## config.mk

```make
export PLATFORM = sky130hd
export DESIGN_NAME = offset_counter
export DESIGN_NICKNAME = d
export VERILOG_FILES = /design/src/rtl/oc_pkg.sv /design/src/rtl/oc_match.sv /design/src/rtl/oc_ctrl.sv /design/src/rtl/oc_state.sv /design/src/rtl/offset_counter.sv
export SDC_FILE = /design/constraint.sdc
export NUM_CORES = 1
export LEC_CHECK = 0
export ABC_AREA = 1
export BUFFER_PORTS_ARGS = -buffer_cell sky130_fd_sc_hd__buf_2
export CAP_MARGIN = 20
export CORE_AREA = 2 2 39 41
export DETAILED_ROUTE_END_ITERATION = 8
export DIE_AREA = 0 0 41 43
export GPL_ROUTABILITY_DRIVEN = 1
export HOLD_SLACK_MARGIN = 0.02
export PLACE_DENSITY = 0.57
export SYNTH_ARGS = -nofsm -noshare
export SYNTH_HDL_FRONTEND = slang
export SYNTH_HIERARCHICAL = 1
export SYNTH_SLANG_ARGS = --single-unit
export TNS_END_PERCENT = 1
```

## constraint.sdc

```tcl
create_clock -name clk -period 2 [get_ports clk]
set_input_delay 0.1 -clock clk [delete_from_list [all_inputs] [get_ports clk]]
set_output_delay 0.1 -clock clk [all_outputs]
set_load 0.02 [all_outputs]
```

## src/rtl/oc_pkg.sv

```systemverilog
package oc_pkg;
  // Action chosen for the next rising edge, already priority-resolved.
  typedef enum logic [2:0] {
    OC_HOLD  = 3'd0,
    OC_CLEAR = 3'd1,
    OC_LOAD  = 3'd2,
    OC_WRAP  = 3'd3,
    OC_STEP  = 3'd4
  } oc_act_e;
endpackage

```

## src/rtl/oc_match.sv

```systemverilog
module oc_match #(
  parameter int W = 4
) (
  input  logic [W-1:0] cur,
  input  logic [W-1:0] limit,
  output logic         at_limit,
  output logic         at_top
);
  logic [W-1:0] same_bit;

  // Per-bit equality, reduced by one AND tree.
  for (genvar g = 0; g < W; g++) begin : g_eq
    assign same_bit[g] = ~(cur[g] ^ limit[g]);
  end

  assign at_limit = &same_bit;
  assign at_top   = &cur;
endmodule

```

## src/rtl/oc_ctrl.sv

```systemverilog
module oc_ctrl
  import oc_pkg::*;
(
  input  logic    clr,
  input  logic    ld,
  input  logic    en,
  input  logic    at_limit,
  input  logic    at_top,
  output oc_act_e act
);
  always_comb begin
    if (clr)                       act = OC_CLEAR;
    else if (ld)                   act = OC_LOAD;
    else if (!en)                  act = OC_HOLD;
    else if (at_limit || at_top)   act = OC_WRAP;
    else                           act = OC_STEP;
  end
endmodule

```

## src/rtl/oc_state.sv

```systemverilog
module oc_state
  import oc_pkg::*;
#(
  parameter int W = 4
) (
  input  logic         clk,
  input  oc_act_e      act,
  input  logic [W-1:0] ld_val,
  input  logic [W-1:0] restart,
  output logic [W-1:0] q
);
  localparam logic [W-1:0] ONE = W'(1);

  always_ff @(posedge clk) begin
    case (act)
      OC_CLEAR: q <= '0;
      OC_LOAD:  q <= ld_val;
      OC_WRAP:  q <= restart;
      OC_STEP:  q <= q + ONE;
      default:  q <= q;
    endcase
  end
endmodule

```

## src/rtl/offset_counter.sv

```systemverilog
module offset_counter
  import oc_pkg::*;
#(
  parameter int W = 4
) (
  input  logic         clk,
  input  logic         clr,
  input  logic         ld,
  input  logic [W-1:0] ld_val,
  input  logic         cnt_en,
  input  logic [W-1:0] range_lo,
  input  logic [W-1:0] range_hi,
  output logic [W-1:0] count,
  output logic         term
);
  logic    hit_hi;
  logic    hit_top;
  oc_act_e next_act;

  oc_match #(.W(W)) u_match (
    .cur      (count),
    .limit    (range_hi),
    .at_limit (hit_hi),
    .at_top   (hit_top)
  );

  oc_ctrl u_ctrl (
    .clr      (clr),
    .ld       (ld),
    .en       (cnt_en),
    .at_limit (hit_hi),
    .at_top   (hit_top),
    .act      (next_act)
  );

  oc_state #(.W(W)) u_state (
    .clk     (clk),
    .act     (next_act),
    .ld_val  (ld_val),
    .restart (range_lo),
    .q       (count)
  );

  // Terminal count: gated by enable only, never by clear or load.
  assign term = cnt_en & (hit_hi | hit_top);
endmodule

```

==> impl_metrics.py, run 1 <==
metrics = {
    "floorplanning": {
        "die_w_um": 41,
        "core_um2": 1380,
        "std_cell_rows": 14,
        "die_h_um": 43,
        "start_util": 0.310,
        "dieArea_um2": 1760,
        "io_pins": 21,
    },
    "yosys": {
        "synth_xor_area_frac": 0.0408,
        "synth_compound_area_frac": 0.0466,
        "synth_area_leader_cell": "edfxtp_1",
        "yosysSeqAreaShare": 0.280,
        "muxShareOfSynthArea": 0,
        "yosys_warnings": 6,
        "synth.area.top_cells": "edfxtp_1, nand2_1, inv_1",
        "ys_ff_latch": 4,
        "synth_top_family_by_area": "simple AND/OR/NAND/NOR gates",
        "synth_simple_gate_area_share": 0.446,
        "ys_types": 15,
        "synthAdderAreaFrac": 0.0292,
        "synthCells": 73,
        "synth_top_area_share": 0.280,
        "avgSynthCellArea_um2": 5.88,
        "netlist_area_um2": 429,
        "syn_nets": 90,
    },
    "drt": {
        "wirelength_um": 996,
        "antenna_left": 0,
        "drt-pass1-iter-count": 3,
        "remaining_drc_errors": 0,
        "wire_per_inst_um": 8.51,
        "viasPerCell": 4.32,
        "drtIter0Drc": 6,
        "dr_total_vias": 506,
    },
    "layout": {
        "drive_gt1_frac": 0.376,
        "nNetsFinal": 120,
        "register_area_um2": 120,
        "fillers": 165,
        "top_register": "u_state/q",
        "areaGrowthSynthToFinish_pct": 44.3,
        "multi_input_area_um2": 251,
        "fin_area_um2": 619,
        "top_regs": "u_state/q (4)",
        "antenna_cells": 0,
        "finalNonFillerCells": 117,
        "largest_reg_flops": 4,
    },
    "cts": {
        "cts_hold_buffers": 0,
        "htreeDepth": 1,
        "cts_made_buffers": 3,
        "clock_latency_ns": 0.23,
        "cts_tree": "yes",
        "clockBufferDepth": 2,
        "clockRootBuffer": "clkbuf_4",
        "cts_sinks": 4,
        "clk_pin_slew_worst_paths_ns": 0.03,
    },
    "place": {
        "pre_cts_ws_ns": 0.101,
        "placedInstanceArea_um2": 587,
        "place_inst": 114,
        "io_buffer_count": 20,
        "gp_congestion": 0.736,
        "dp_hpwl_um": 799,
    },
    "job": {
        "drv_cap": 0,
    },
    "setup_path": {
        "critPathSlowestCell": "edfxtp_1",
        "worst-setup-path-type": "reg2reg",
        "cp-start-kind": "flip-flop",
        "cp-startpoint": "u_state/q[3]",
        "cp.arrival_ns": 1.78,
        "r2r-start": "u_state/q[3]",
        "endpoint_kind": "flip-flop",
        "slowest_delay_ns": 0.43,
        "required_ns": 1.93,
        "crit_fanout": 5,
        "crit_chain": "xnor2_1, nand2_1, nor2_2, o21ai_1, a21oi_2, inv_2, nand2_2, nor2_2, a21oi_1, nand2_1",
    },
    "global_route": {
        "grt_pass1_wl_um": 1520,
        "grt_overflow_total": 0,
        "grt_start_max_net_pins": 6,
        "grt_pass1_vias": 435,
        "grt_usage": 0.134,
        "antenna_found_initial": 0,
    },
    "timing": {
        "setup_viol": 0,
        "worst_pin_slew_ns": 0.260,
        "fin_crit_ns": 1.85,
        "slew_violations": 0,
        "maxSlewHeadroom": 0.826,
        "setup_slack_ns": 0.152,
        "fin_hold_ws_ns": 0.143,
        "hold_viol": 0,
        "skew_ns": 0.000385,
        "fin_crit_sh": 0.924,
        "max_freq_mhz": 541,
    },
    "hold_path": {
        "worstHoldPathType": "in2reg",
        "min_from": "ld_val[2]",
    },
    "pwr": {
        "power-per-cell-area_nw_per_um2": 539,
        "power_mw": 0.334,
        "static-leakage-power_nw": 0.361,
        "ir_drop_mv": 0.364,
    },
    "outcome": {
        "status": "finished clean",
    },
}
-- cells by family (layout without fill, tap and decap cells) --
group,after synthesis,after routing
AOI/OAI and AO/OA,4,4
xor gates and xnor gates,2,2
adders and majority gates,1,1
buffers and inverters,18,46
DFF,4,4
and+or+nand+nor,44,44
-- report_power, final --
part,switching (mW),total [mW],internal [mW]
clock,0.0308,0.0978,0.0670
combinational,0.0687,0.121,0.0522
sequential,0.00954,0.115,0.106
-- path summary, 6_finish.rpt --
kind	endpoint	slack, ns	cells past startpoint
min reg2reg	u_state/q[3]	0.76	4
min	u_state/q[2]	0.14	3
max reg2reg	u_state/q[0]	0.15	10
max	u_state/q[0]	0.15	10
-- worst max-delay path, delay by kind of cell, from the launching register on --
kind	cells	cell delay (ns)
buffers and inverters	1	0.07
and+or+nand+nor	5	0.48
xor gates and xnor gates	1	0.15
DFF	1	0.43
AOI/OAI and AO/OA	3	0.40
-- layer usage --
metal	share of wire	global-route usage	up-vias
met4	0.017	0.120	0
li1	-	-	280
met3	0.086	0.0524	2
met5	0	0	-
met2	0.47	0.178	15
met1	0.43	0.155	209
-- stage by stage --
step,setup TNS [ns],util
final,0,0.448
after global routing,-0.0677,0.448
after CTS,0,0.440
after detailed placement,0,0.424
after global placement,0,0.424
after floorplan,0,-
-- timing repair --
action	CTS	global route
endpoints found under the setup margin	0	8
setup buffers	0	0
gates resized for setup	0	3
-- cells in the final DEF, fill, tap and decap left out --
cell type	count
xnor2_1	2
nand4_1	1
buf_2	20
nor3_1	1
nand2_1	24
o21ai_1	1
inv_2	4
buf_4	5
nand2_2	1
edfxtp_1	4
ha_1	1
nand3_1	9
clkbuf_4	3
inv_1	14
nor2_1	5
a21oi_2	1
nor2_2	2
a21oi_1	1
nor3_2	1
o21ai_2	1
-- area by class of cell --
type | instances | share of cell area
Multi-Input combinational cell | 51 | 0.406
Sequential cell | 4 | 0.194
Clock buffer | 3 | 0.0364
Tap cell | 16 | 0.0323
Timing Repair Buffer | 25 | 0.222
Inverter | 18 | 0.109
-- synthesized netlist by cell type --
| cell type | number |
|---|---|
| nand2_1 | 24 |
| inv_1 | 14 |
| nand3_1 | 9 |
| nor2_1 | 6 |
| edfxtp_1 | 4 |
| inv_2 | 4 |
| a21oi_1 | 2 |
| o21ai_1 | 2 |
| xnor2_1 | 2 |
| ha_1 | 1 |
| nand2_2 | 1 |
| nand4_1 | 1 |
| nor2_2 | 1 |
| nor3_1 | 1 |
| nor3_2 | 1 |
No activity file was read; power rests on OpenSTA's default activity.
==> inputs of run 2 (changes only) <==
- clock period: 2 -> 2.05 ns (I/O delays scaled with it)
==> impl_metrics.py, run 2 (synthesis gave the netlist of run 1 again) <==
metrics = {
    "floorplanning": {
        "die_h_um": 43,
        "core_um2": 1380,
        "std_cell_rows": 14,
        "io_pins": 21,
        "dieArea_um2": 1760,
        "start_util": 0.310,
        "die_w_um": 41,
    },
    "drt": {
        "antenna_left": 0,
        "drt-pass1-iter-count": 4,
        "wirelength_um": 1000,
        "wire_per_inst_um": 8.49,
        "viasPerCell": 4.32,
        "remaining_drc_errors": 0,
        "dr_total_vias": 510,
        "drtIter0Drc": 10,
    },
    "setup_path": {
        "crit_top_cell": "nand2_1",
        "slowest_delay_ns": 0.44,
        "rrSetupSlack_ns": 0.17,
        "critPathBufInv": 2,
        "crit_chain": "inv_1, nand2_1, nand2_1, nand2_1, nor2_1, o21ai_1, a21oi_2, inv_2, nand2_2, nor2_2, a21oi_1, nand2_1",
        "cp_top_family": "simple AND/OR/NAND/NOR gates",
        "required_ns": 2.01,
        "worst-setup-path-type": "reg2reg",
        "cp-start-kind": "flip-flop",
        "cp.arrival_ns": 1.85,
        "critPathSlowestCell": "edfxtp_1",
        "endpoint_kind": "flip-flop",
        "crit_fanout": 5,
    },
    "layout": {
        "fin_area_um2": 624,
        "final_cell_mix": "nand2_1, buf_2, inv_1",
        "top_regs": "u_state/q (4)",
        "post-route-util": 0.451,
        "largest_reg_flops": 4,
        "areaGrowthSynthToFinish_pct": 45.5,
        "top_register": "u_state/q",
        "nNetsFinal": 121,
        "final_common_cell": "nand2_1",
        "antenna_cells": 0,
        "drive_gt1_frac": 0.373,
    },
    "cts": {
        "cts_hold_buffers": 0,
        "clock_latency_ns": 0.23,
        "cts_sinks": 4,
        "cts_tree": "yes",
        "clk_pin_slew_worst_paths_ns": 0.04,
        "clockBufferDepth": 2,
        "cts_made_buffers": 3,
        "clockRootBuffer": "clkbuf_4",
        "htreeDepth": 1,
    },
    "timing": {
        "setup_viol": 0,
        "maxSlewHeadroom": 0.830,
        "max_freq_mhz": 531,
        "timing.setup.tns_ns": 0,
        "hold_viol": 0,
        "fin_crit_ns": 1.88,
        "worst_pin_slew_ns": 0.253,
        "fin_crit_sh": 0.919,
        "slew_violations": 0,
        "skew_ns": 0.000160,
    },
    "global_route": {
        "grt_usage": 0.120,
        "antenna_found_initial": 0,
        "met1_usage": 0.167,
        "use_met2": 0.175,
        "grt-busiest-layer": "met2",
        "grt_start_max_net_pins": 7,
        "met3_usage": 0.0314,
        "grt_pass1_vias": 387,
        "grt_pass1_wl_um": 1480,
        "grt_overflow_total": 0,
    },
    "place": {
        "gp_congestion": 0.817,
        "dp_hpwl_um": 832,
        "placedInstanceArea_um2": 579,
        "io_buffer_count": 20,
    },
    "outcome": {
        "status": "finished clean",
    },
    "hold_path": {
        "worstHoldPathType": "in2reg",
    },
    "pwr": {
        "static-leakage-power_nw": 0.366,
        "ir_drop_mv": 0.273,
        "power-per-cell-area_nw_per_um2": 525,
        "power_mw": 0.327,
    },
    "job": {
        "drv_cap": 0,
    },
}
run 2: cell type report:
| cell class | count | area (µm²) |
|---|---|---|
| fill | 154 | 759 |
| multi-input combinational | 51 | 249 |
| timing repair buffer | 26 | 145 |
| sequential | 4 | 120 |
| inverter | 18 | 67.6 |
| clock buffer | 3 | 22.5 |
| tap | 16 | 20.0 |
run 2: repair_timing:
action,4_1_cts,5_1_grt
endpoints found under the setup margin,0,8
buffers inserted,0,2
gates resized for setup,0,2
run 2: worst paths after layout:
check | cells past startpoint | start | end
worst min-delay path | 3 | ld_val[1] | u_state/q[1]
worst max register to register | 12 | u_state/q[1] | u_state/q[0]
worst max-delay path | 12 | u_state/q[1] | u_state/q[0]
worst min register to register | 4 | u_state/q[3] | u_state/q[3]
run 2: tightest hold or removal path, cell delays in order:
cell and delay [ns]:
buf_2 0.08, nand2_1 0.04, nand3_1 0.05
run 2: through the flow:
stage	std cells	setup WS [ns]	hold slack [ns]
after detailed placement	113	0.102	0.393
after CTS	116	0.105	0.157
final	118	0.166	0.154
after global placement	113	0.160	0.389
after global routing	118	-0.0227	0.163
after floorplan	73	0.0885	0.292
run 2: layer usage:
layer | wire length, µm | up-vias
li1 | - | 284
met1 | 468 | 205
met2 | 452 | 21
met3 | 80 | 0
met4 | 0 | 0
met5 | 0 | -
run 2: power breakdown:
group | leakage [nW] | total (mW) | internal (mW) | switching, mW
Sequential | 0.0411 | 0.114 | 0.103 | 0.0109
Combinational | 0.311 | 0.119 | 0.0530 | 0.0660
Clock | 0.0138 | 0.0943 | 0.0653 | 0.0291
Total | 0.366 | 0.327 | 0.222 | 0.106
==> inputs of run 3 (changes only) <==
- CELL_PAD_IN_SITES_DETAIL_PLACEMENT: not set -> 1
- CELL_PAD_IN_SITES_GLOBAL_PLACEMENT: not set -> 2
- CORE_AREA: 2 2 39 41 -> 2 2 50 52
- DIE_AREA: 0 0 41 43 -> 0 0 52 54
- PLACE_DENSITY: 0.57 -> not set
- PLACE_DENSITY_LB_ADDON: not set -> 0.1
==> impl_metrics.py, run 3 (synthesis gave the netlist of run 1 again) <==
metrics = {
    "outcome": {
        "status": "finished clean",
    },
    "layout": {
        "top_regs": "u_state/q (4)",
        "top_register": "u_state/q",
        "antenna_cells": 0,
        "largest_reg_flops": 4,
        "drive_gt1_frac": 0.369,
        "final_cell_mix": "nand2_1, buf_2, inv_1",
        "nNetsFinal": 122,
        "final_common_cell": "nand2_1",
        "fillers": 320,
        "fin_area_um2": 651,
        "areaGrowthSynthToFinish_pct": 51.6,
    },
    "drt": {
        "wirelength_um": 1220,
        "remaining_drc_errors": 0,
        "dr_total_vias": 532,
        "viasPerCell": 4.00,
        "drt-pass1-iter-count": 2,
        "drtIter0Drc": 2,
        "antenna_left": 0,
        "wire_per_inst_um": 9.18,
    },
    "global_route": {
        "grt_pass1_vias": 521,
        "grt_start_max_net_pins": 6,
        "antenna_found_initial": 0,
        "grt_pass1_wl_um": 2060,
        "grt_overflow_total": 0,
        "grt_usage": 0.102,
    },
    "place": {
        "placedInstanceArea_um2": 619,
        "gp_congestion": 0.668,
        "io_buffer_count": 20,
        "dp_hpwl_um": 1060,
    },
    "cts": {
        "clock_latency_ns": 0.23,
        "cts_sinks": 4,
        "cts_tree": "yes",
        "clockRootBuffer": "clkbuf_4",
        "cts_setup_buffers": 0,
        "clk_pin_slew_worst_paths_ns": 0.03,
        "cts_hold_buffers": 0,
        "clockBufferDepth": 2,
        "cts_made_buffers": 3,
        "htreeDepth": 1,
    },
    "setup_path": {
        "endpoint_kind": "flip-flop",
        "crit_fanout": 5,
        "worst-setup-path-type": "reg2reg",
        "crit_top_cell": "nand2_1",
        "slowest_delay_ns": 0.44,
        "cp_top_family": "simple AND/OR/NAND/NOR gates",
        "required_ns": 2.01,
        "critPathSlowestCell": "edfxtp_1",
        "crit_chain": "inv_2, nand2_1, nand2_1, nand2_1, nor2_1, o21ai_1, o21ai_1, buf_4, nor2_4, a21oi_1, nand2_1",
        "cp.arrival_ns": 1.82,
        "cp-start-kind": "flip-flop",
        "critPathBufInv": 2,
    },
    "floorplanning": {
        "die_h_um": 54,
        "std_cell_rows": 18,
        "die_w_um": 52,
        "start_util": 0.185,
        "dieArea_um2": 2810,
        "io_pins": 21,
        "core_um2": 2320,
    },
    "pwr": {
        "ir_drop_mv": 0.134,
        "p_sw_mw": 0.107,
        "sequentialPowerShare": 0.344,
        "p_sw_frac": 0.325,
        "power-per-cell-area_nw_per_um2": 505,
        "p_int_mw": 0.222,
        "static-leakage-power_nw": 0.370,
        "pwr-share-clk": 0.283,
        "p_comb_frac": 0.373,
    },
    "job": {
        "drv_cap": 0,
    },
    "timing": {
        "fin_crit_sh": 0.906,
        "worst_pin_slew_ns": 0.284,
        "fin_crit_ns": 1.86,
        "timing.setup.tns_ns": 0,
        "skew_ns": 0.000264,
        "hold_viol": 0,
        "rsz0062_at_grt": "false",
        "max_freq_mhz": 538,
        "slew_violations": 0,
        "maxSlewHeadroom": 0.809,
        "setup_viol": 0,
    },
    "hold_path": {
        "worstHoldPathType": "in2reg",
    },
}
## run 3: final cells by class
cell class | instances | area (µm²) | share of cell area
well taps | 30 | 37.5 | 0.0577
inverters | 18 | 67.6 | 0.104
flip-flops and latches | 4 | 120 | 0.185
clock buffers | 3 | 22.5 | 0.0346
multi-input cells | 51 | 250 | 0.385
repair buffers | 27 | 153 | 0.235
## run 3: timing repair
item,in CTS,in global routing
gates resized for setup,0,2
endpoints found under the setup margin,0,4
hold endpoints to repair,0,0
## run 3: per-stage QoR
stage	util	hold slack [ns]	std cells	setup slack, ns	total power [mW]
global route	0.280	0.178	133	0.0236	0.359
global placement	0.267	0.389	130	0.224	0.237
detailed placement	0.267	0.391	130	0.217	0.237
finish	0.280	0.156	133	0.192	0.328
CTS	0.277	0.148	133	0.155	0.336
floorplan	-	0.292	73	0.0885	0.181
## run 3: final timing paths
kind / from / end / slack (ns) / depth (start not counted)
min: ld_val[0] / u_state/q[0] / 0.16 / 3
max reg2reg: u_state/q[0] / u_state/q[2] / 0.19 / 11
min reg2reg: u_state/q[3] / u_state/q[3] / 0.79 / 4
max: u_state/q[0] / u_state/q[2] / 0.19 / 11
## run 3: layer usage
metal | track usage | vias up | wire length (µm)
met1 | 0.116 | 226 | 535
met2 | 0.165 | 17 | 576
li1 | - | 285 | -
met4 | 0.0921 | 0 | 25
met5 | 0 | - | 0
met3 | 0.0167 | 4 | 84
## run 3: tightest hold or removal path, stage by stage
cell and delay [ns]:
buf_2 0.07, nand2_1 0.04, nand3_1 0.06
## run 3: power by group through the flow
stage | Combinational, mW | Sequential (mW) | Clock (mW)
6_report | 0.123 | 0.113 | 0.0928
5_1_grt | 0.140 | 0.114 | 0.105
4_1_cts | 0.124 | 0.113 | 0.0995
3_5_place_dp | 0.123 | 0.114 | 0
3_3_place_gp | 0.123 | 0.114 | 0
2_1_floorplan | 0.0523 | 0.129 | 0
